File: src/rtl/ext_irq_pkg.sv
package ext_irq_pkg;
  typedef enum logic [1:0] {
    SENSE_LVL_HI = 2'd0,
    SENSE_RISE   = 2'd1,
    SENSE_FALL   = 2'd2,
    SENSE_LVL_LO = 2'd3
  } sense_e;

  localparam int SENSE_W = 2;
endpackage

File: src/rtl/ext_irq_sync.sv
module ext_irq_sync #(
  parameter int WIDTH  = 4,
  parameter int STAGES = 2
) (
  input  logic             clk,
  input  logic             rst,
  input  logic [WIDTH-1:0] d_i,
  output logic [WIDTH-1:0] q_o
);
  logic [WIDTH-1:0] chain_q [STAGES];

  always_ff @(posedge clk) begin
    if (rst) begin
      for (int s = 0; s < STAGES; s++) chain_q[s] <= '0;
    end else begin
      chain_q[0] <= d_i;
      for (int s = 1; s < STAGES; s++) chain_q[s] <= chain_q[s-1];
    end
  end

  assign q_o = chain_q[STAGES-1];
endmodule

File: src/rtl/ext_irq_line.sv
module ext_irq_line
  import ext_irq_pkg::*;
(
  input  logic   clk,
  input  logic   rst,
  input  logic   pin_s,
  input  sense_e sense,
  input  logic   en,
  input  logic   sense_chg,
  input  logic   clr,
  output logic   flag_o,
  output logic   req_o
);
  logic prev_q, flag_q, flag_d, req_q, hit, act;

  // Edge detection works on synchronized samples only
  always_comb begin
    hit = 1'b0;
    case (sense)
      SENSE_RISE: hit = pin_s & ~prev_q;
      SENSE_FALL: hit = ~pin_s & prev_q;
      default:    hit = 1'b0;
    endcase
    flag_d = flag_q;
    if (clr) flag_d = 1'b0;
    if (hit) flag_d = 1'b1;        // a new edge outranks an acknowledge
    if (sense_chg) flag_d = 1'b0;  // a mode change never leaves a stale event
  end

  always_comb begin
    case (sense)
      SENSE_LVL_HI: act = pin_s;
      SENSE_LVL_LO: act = ~pin_s;
      default:      act = flag_d;
    endcase
  end

  always_ff @(posedge clk) begin
    if (rst) begin
      prev_q <= 1'b0;
      flag_q <= 1'b0;
      req_q  <= 1'b0;
    end else begin
      prev_q <= pin_s;
      flag_q <= flag_d;
      req_q  <= en & act;
    end
  end

  assign flag_o = flag_q;
  assign req_o  = req_q;

  p_disabled_quiet_r9: assert property (@(posedge clk) disable iff (rst)
    !en |=> !req_q);
  p_level_high_r4: assert property (@(posedge clk) disable iff (rst)
    (en && sense == SENSE_LVL_HI) |=> (req_q == $past(pin_s)));
  p_level_low_r5: assert property (@(posedge clk) disable iff (rst)
    (en && sense == SENSE_LVL_LO) |=> (req_q == !$past(pin_s)));
  p_mode_change_clears_r10: assert property (@(posedge clk) disable iff (rst)
    sense_chg |=> !flag_q);
  p_flag_sticky_r6: assert property (@(posedge clk) disable iff (rst)
    (flag_q && !clr && !sense_chg) |=> flag_q);
  p_edge_req_tracks_flag_r8: assert property (@(posedge clk) disable iff (rst)
    (en && (sense == SENSE_RISE || sense == SENSE_FALL)) |=> (req_q == flag_q));
endmodule

File: src/rtl/ext_irq_sense.sv
module ext_irq_sense
  import ext_irq_pkg::*;
#(
  parameter int NUM_LINES   = 4,
  parameter int SYNC_STAGES = 2
) (
  input  logic                   clk,
  input  logic                   rst,
  input  logic [NUM_LINES-1:0]   pin_i,
  input  logic                   cfg_we,
  input  logic [4*NUM_LINES-1:0] cfg_wdata,
  output logic [4*NUM_LINES-1:0] status_o,
  output logic                   crit_req_o,
  output logic [NUM_LINES-2:0]   main_req_o
);
  localparam int SENSE_BITS = SENSE_W * NUM_LINES;
  localparam int EN_LSB     = SENSE_BITS;
  localparam int CLR_LSB    = SENSE_BITS + NUM_LINES;

  logic [SENSE_BITS-1:0] sense_q;
  logic [NUM_LINES-1:0]  en_q, pin_s, flags, reqs, chg, clr;

  ext_irq_sync #(.WIDTH(NUM_LINES), .STAGES(SYNC_STAGES)) i_sync (
    .clk(clk), .rst(rst), .d_i(pin_i), .q_o(pin_s)
  );

  always_ff @(posedge clk) begin
    if (rst) begin
      sense_q <= '0;
      en_q    <= '0;
    end else if (cfg_we) begin
      sense_q <= cfg_wdata[SENSE_BITS-1:0];
      en_q    <= cfg_wdata[EN_LSB +: NUM_LINES];
    end
  end

  for (genvar i = 0; i < NUM_LINES; i++) begin : g_line
    assign chg[i] = cfg_we &&
      (cfg_wdata[SENSE_W*i +: SENSE_W] != sense_q[SENSE_W*i +: SENSE_W]);
    assign clr[i] = cfg_we && cfg_wdata[CLR_LSB + i];

    ext_irq_line i_line (
      .clk(clk), .rst(rst), .pin_s(pin_s[i]),
      .sense(sense_e'(sense_q[SENSE_W*i +: SENSE_W])),
      .en(en_q[i]), .sense_chg(chg[i]), .clr(clr[i]),
      .flag_o(flags[i]), .req_o(reqs[i])
    );
  end

  assign status_o   = {flags, en_q, sense_q};
  assign crit_req_o = reqs[0];
  assign main_req_o = reqs[NUM_LINES-1:1];

  p_reset_quiet_r1: assert property (@(posedge clk)
    rst |=> (status_o == '0 && !crit_req_o && main_req_o == '0));
  p_cfg_load_r2: assert property (@(posedge clk) disable iff (rst)
    cfg_we |=> (status_o[CLR_LSB-1:0] == $past(cfg_wdata[CLR_LSB-1:0])));
endmodule

File: config.mk
export PLATFORM = sky130hd
export DESIGN_NAME = ext_irq_sense
export DESIGN_NICKNAME = d
export VERILOG_FILES = /design/src/rtl/ext_irq_pkg.sv /design/src/rtl/ext_irq_sync.sv /design/src/rtl/ext_irq_line.sv /design/src/rtl/ext_irq_sense.sv
export SDC_FILE = /design/constraint.sdc
export NUM_CORES = 1
export LEC_CHECK = 0
export BUFFER_PORTS_ARGS = -buffer_cell sky130_fd_sc_hd__buf_2
export CORE_MARGIN = 3
export CORE_UTILIZATION = 35
export CTS_CLUSTER_DIAMETER = 200
export DETAILED_ROUTE_END_ITERATION = 10
export HOLD_SLACK_MARGIN = 0.03
export PLACE_DENSITY = 0.6
export SKIP_CTS_REPAIR_TIMING = 1
export SLEW_MARGIN = 20
export SYNTH_ARGS = -nofsm -noshare
export SYNTH_HDL_FRONTEND = slang
export SYNTH_SLANG_ARGS = --single-unit
File: constraint.sdc
create_clock -name clk -period 1.1 [get_ports clk]
set_input_delay 0.11 -clock clk [delete_from_list [all_inputs] [get_ports clk]]
set_output_delay 0.11 -clock clk [all_outputs]
set_load 0.005 [all_outputs]
==> impl_metrics.toml <==
[critical_path]
r2r_cells = 5
critPathBufInv = 1
cpPeakStageDelay_ns = 0.39
worstPathCellList = "inv_4, ha_4, mux2_4, o21ai_2, a311oi_1"
critPathArrivalTime_ns = 1.31
crit_path_start = "sense_q[6]"
path_depth = 5
r2r_start = "sense_q[6]"
end_kind = "flop"
rr_endpoint = "g_line[3].i_line.req_o"
cp-endpoint = "g_line[3].i_line.req_o"
crit_type = "reg -> reg"
required_ns = 1.25
cp_max_fo = 4
reg2reg_setup_slack_ns = -0.06
slowest_stage = "dfxtp_4"
start_kind = "flop"
crit_family = "flip-flops"

[synthesis]
syn-num-nets = 212
synth_top_area_cell = "dfxtp_1"
yosysWarnings = 0
yosysUniqueCellTypes = 22
syn_area_mm2 = 0.001684
avgSynthCellArea_um2 = 9.735
seq_area_frac_synth = 0.3804
synth_flop_cell = "dfxtp_1"
synth.most_common_cell = "dfxtp_1"
ys_top_cells_by_area = "dfxtp_1, ha_1, mux2i_1, buf_4, nor2b_1"
synth_top_area_share = 0.3804
synth_cells = 173
synth_edf_count = 0
async_flop_share = 0
ys_seq_elements = 32
yosys-top-cells-count = "dfxtp_1, ha_1, nor2_1"

[finish]
area_growth_pct = 40.49
antenna_cells = 0
drive_gt1_frac = 0.5682
finish.net_count = 258
final_core_util = 0.5253

[job]
cap_viol_max_count = 0

[grt]
grt_usage = 0.1251
grt_pass1_wl_um = 5506
grt.overflow.total = 0
grt_start_max_net_pins = 14
antenna_found_initial = 0
grt_pass1_vias = 1260

[cts]
clock-root-buffer = "clkbuf_8"
cts_buffers = 5
cts_tree = "yes"
clk_path_buf_depth = 2
insertion_delay_ns = 0.28
htreeDepth = 2
path_clk_slew_ns = 0.07
cts_sinks = 32

[timing]
hold_viol = 0
setup_ws_ns = -0.05893
final_max_slew_viol_count = 0
period_needed_ns = 1.159
max_freq_mhz = 862.9
rsz0062_at_grt = "yes"
finalClockSkew_ns = 0.006526
slew_headroom = 0.7876
period_share = 1.054
tightest_slew_ns = 0.3186
setup_viol = 6

[die]
io-pin-count = 43
start_util = 0.3739
rows = 24
die_y_um = 75.37
fp.dieW_um = 75.37
core_area_mm2 = 0.004504
die_area_mm2 = 0.005680

[route]
drc = 0
routed_wl_um = 3434
avgViaCountPerCell = 4.654
wire_per_inst_um = 12.63
firstDrtPassIters = 4
drtIter0Drc = 39
drtAntennaViolNets = 0
vias = 1266

[pwr]
total_leakage_power_uw = 0.001049
ir_drop_mv = 0.8420
p_per_area_mw_per_mm2 = 1194

[placed_design]
pre_cts_ws_ns = -0.07273
port-buffer-count = 42
gp_congestion = 0.7571
dpl.hpwl_um = 2437

[outcome]
violations = "negative setup slack"
status = "finished with violations"

[worst_hold_path]
hold_path.class = "in -> reg"
-- cell type report --
class	count	area [µm²]
fill	423	2138
multi-input combinational	112	1134
sequential	32	670.6
timing repair buffer	55	320.3
clock buffer	6	72.57
inverter	13	68.82
tap	52	65.06
clock inverter	2	35.03
-- layout by cell type (no fill, tap or decap) --
cell type   n
mux2i_1    12
o21ai_1     2
buf_2      42
and3b_1     4
buf_12      1
inv_4       8
o21ai_2     6
clkbuf_8    5
inv_1       4
nor2_2      2
nor2b_2     1
a211oi_2    8
ha_2        3
dfxtp_1    24
clkinv_2    1
nor2b_1    15
xnor2_2     8
inv_2       1
bufinv_16   1
mux2_4      4
dfxtp_4     8
clkbuf_1    1
a21oi_1     4
and3b_2     4
ha_4       10
nor2_1     14
buf_4      12
nand2_1     8
a311oi_1    4
ha_1        3
-- logic make-up after synthesis --
group | synth area share
fa+ha+maj | 0.1189
mux | 0.09807
xor+xnor | 0.04161
compound gates | 0.1040
buf+inv | 0.09955
flops | 0.3804
simple gates | 0.1575
-- flip-flops by register name (all words and copies together), names as in the netlist --
| name | cells |
|---|---|
| i_sync.chain_q | 8 |
| sense_q | 8 |
| en_q | 4 |
| g_line.i_line.flag_o | 4 |
| g_line.i_line.prev_q | 4 |
| g_line.i_line.req_o | 4 |
-- where the power goes --
part           switching (µW)  internal (µW)  total (µW)
sequential               50.4           1200        1250
combinational             225            250         475
clock                     427            672        1100
total                     702           2120        2820
-- per-layer routing --
layer / GRT usage / part of all wire / routed length [µm]
met2: 0.2100 / 0.50 / 1714
met4: 0.03495 / 0.0038 / 13
met1: 0.1529 / 0.44 / 1526
met3: 0.04222 / 0.052 / 179
met5: 0 / 0 / 0
-- per-stage QoR --
| step | TNS, ns | std cells | hold WS (ns) | area (µm²) | total power [µW] |
|---|---|---|---|---|---|
| 2_1_floorplan | -0.03582 | 173 | 0.2382 | 1757 | 1510 |
| 3_5_place_dp | -0.2626 | 264 | 0.3246 | 2023 | 1655 |
| 3_3_place_gp | -0.1608 | 264 | 0.3181 | 2023 | 1649 |
| 4_1_cts | -0.4117 | 272 | 0.02411 | 2131 | 2780 |
| 6_report | -0.1685 | 272 | 0.03744 | 2366 | 2824 |
| 5_1_grt | -0.5827 | 272 | 0.03579 | 2366 | 2975 |
-- worst register-to-register path: cells and delay by family, from the launching register on --
family                   cells  cell delay (ns)
multiplexers                 1             0.26
adder cells (fa/ha/maj)      1             0.15
buffers and inverters        1             0.05
flip-flops                   1             0.39
AO/OA/AOI/OAI                2             0.20
-- worst min-delay path by stage --
stage                     slack (ns)      from  cells past startpoint                   end
final                           0.04  pin_i[0]                      2  i_sync.chain_q[0][0]
after global routing            0.04  pin_i[0]                      2  i_sync.chain_q[0][0]
after detailed placement        0.32  pin_i[0]                      2  i_sync.chain_q[0][0]
after CTS                       0.02  pin_i[0]                      2  i_sync.chain_q[0][0]
after floorplan                 0.24  pin_i[0]                      1  i_sync.chain_q[0][0]
after global placement          0.32  pin_i[3]                      2  i_sync.chain_q[0][3]
(Power assumes the default switching activity.)
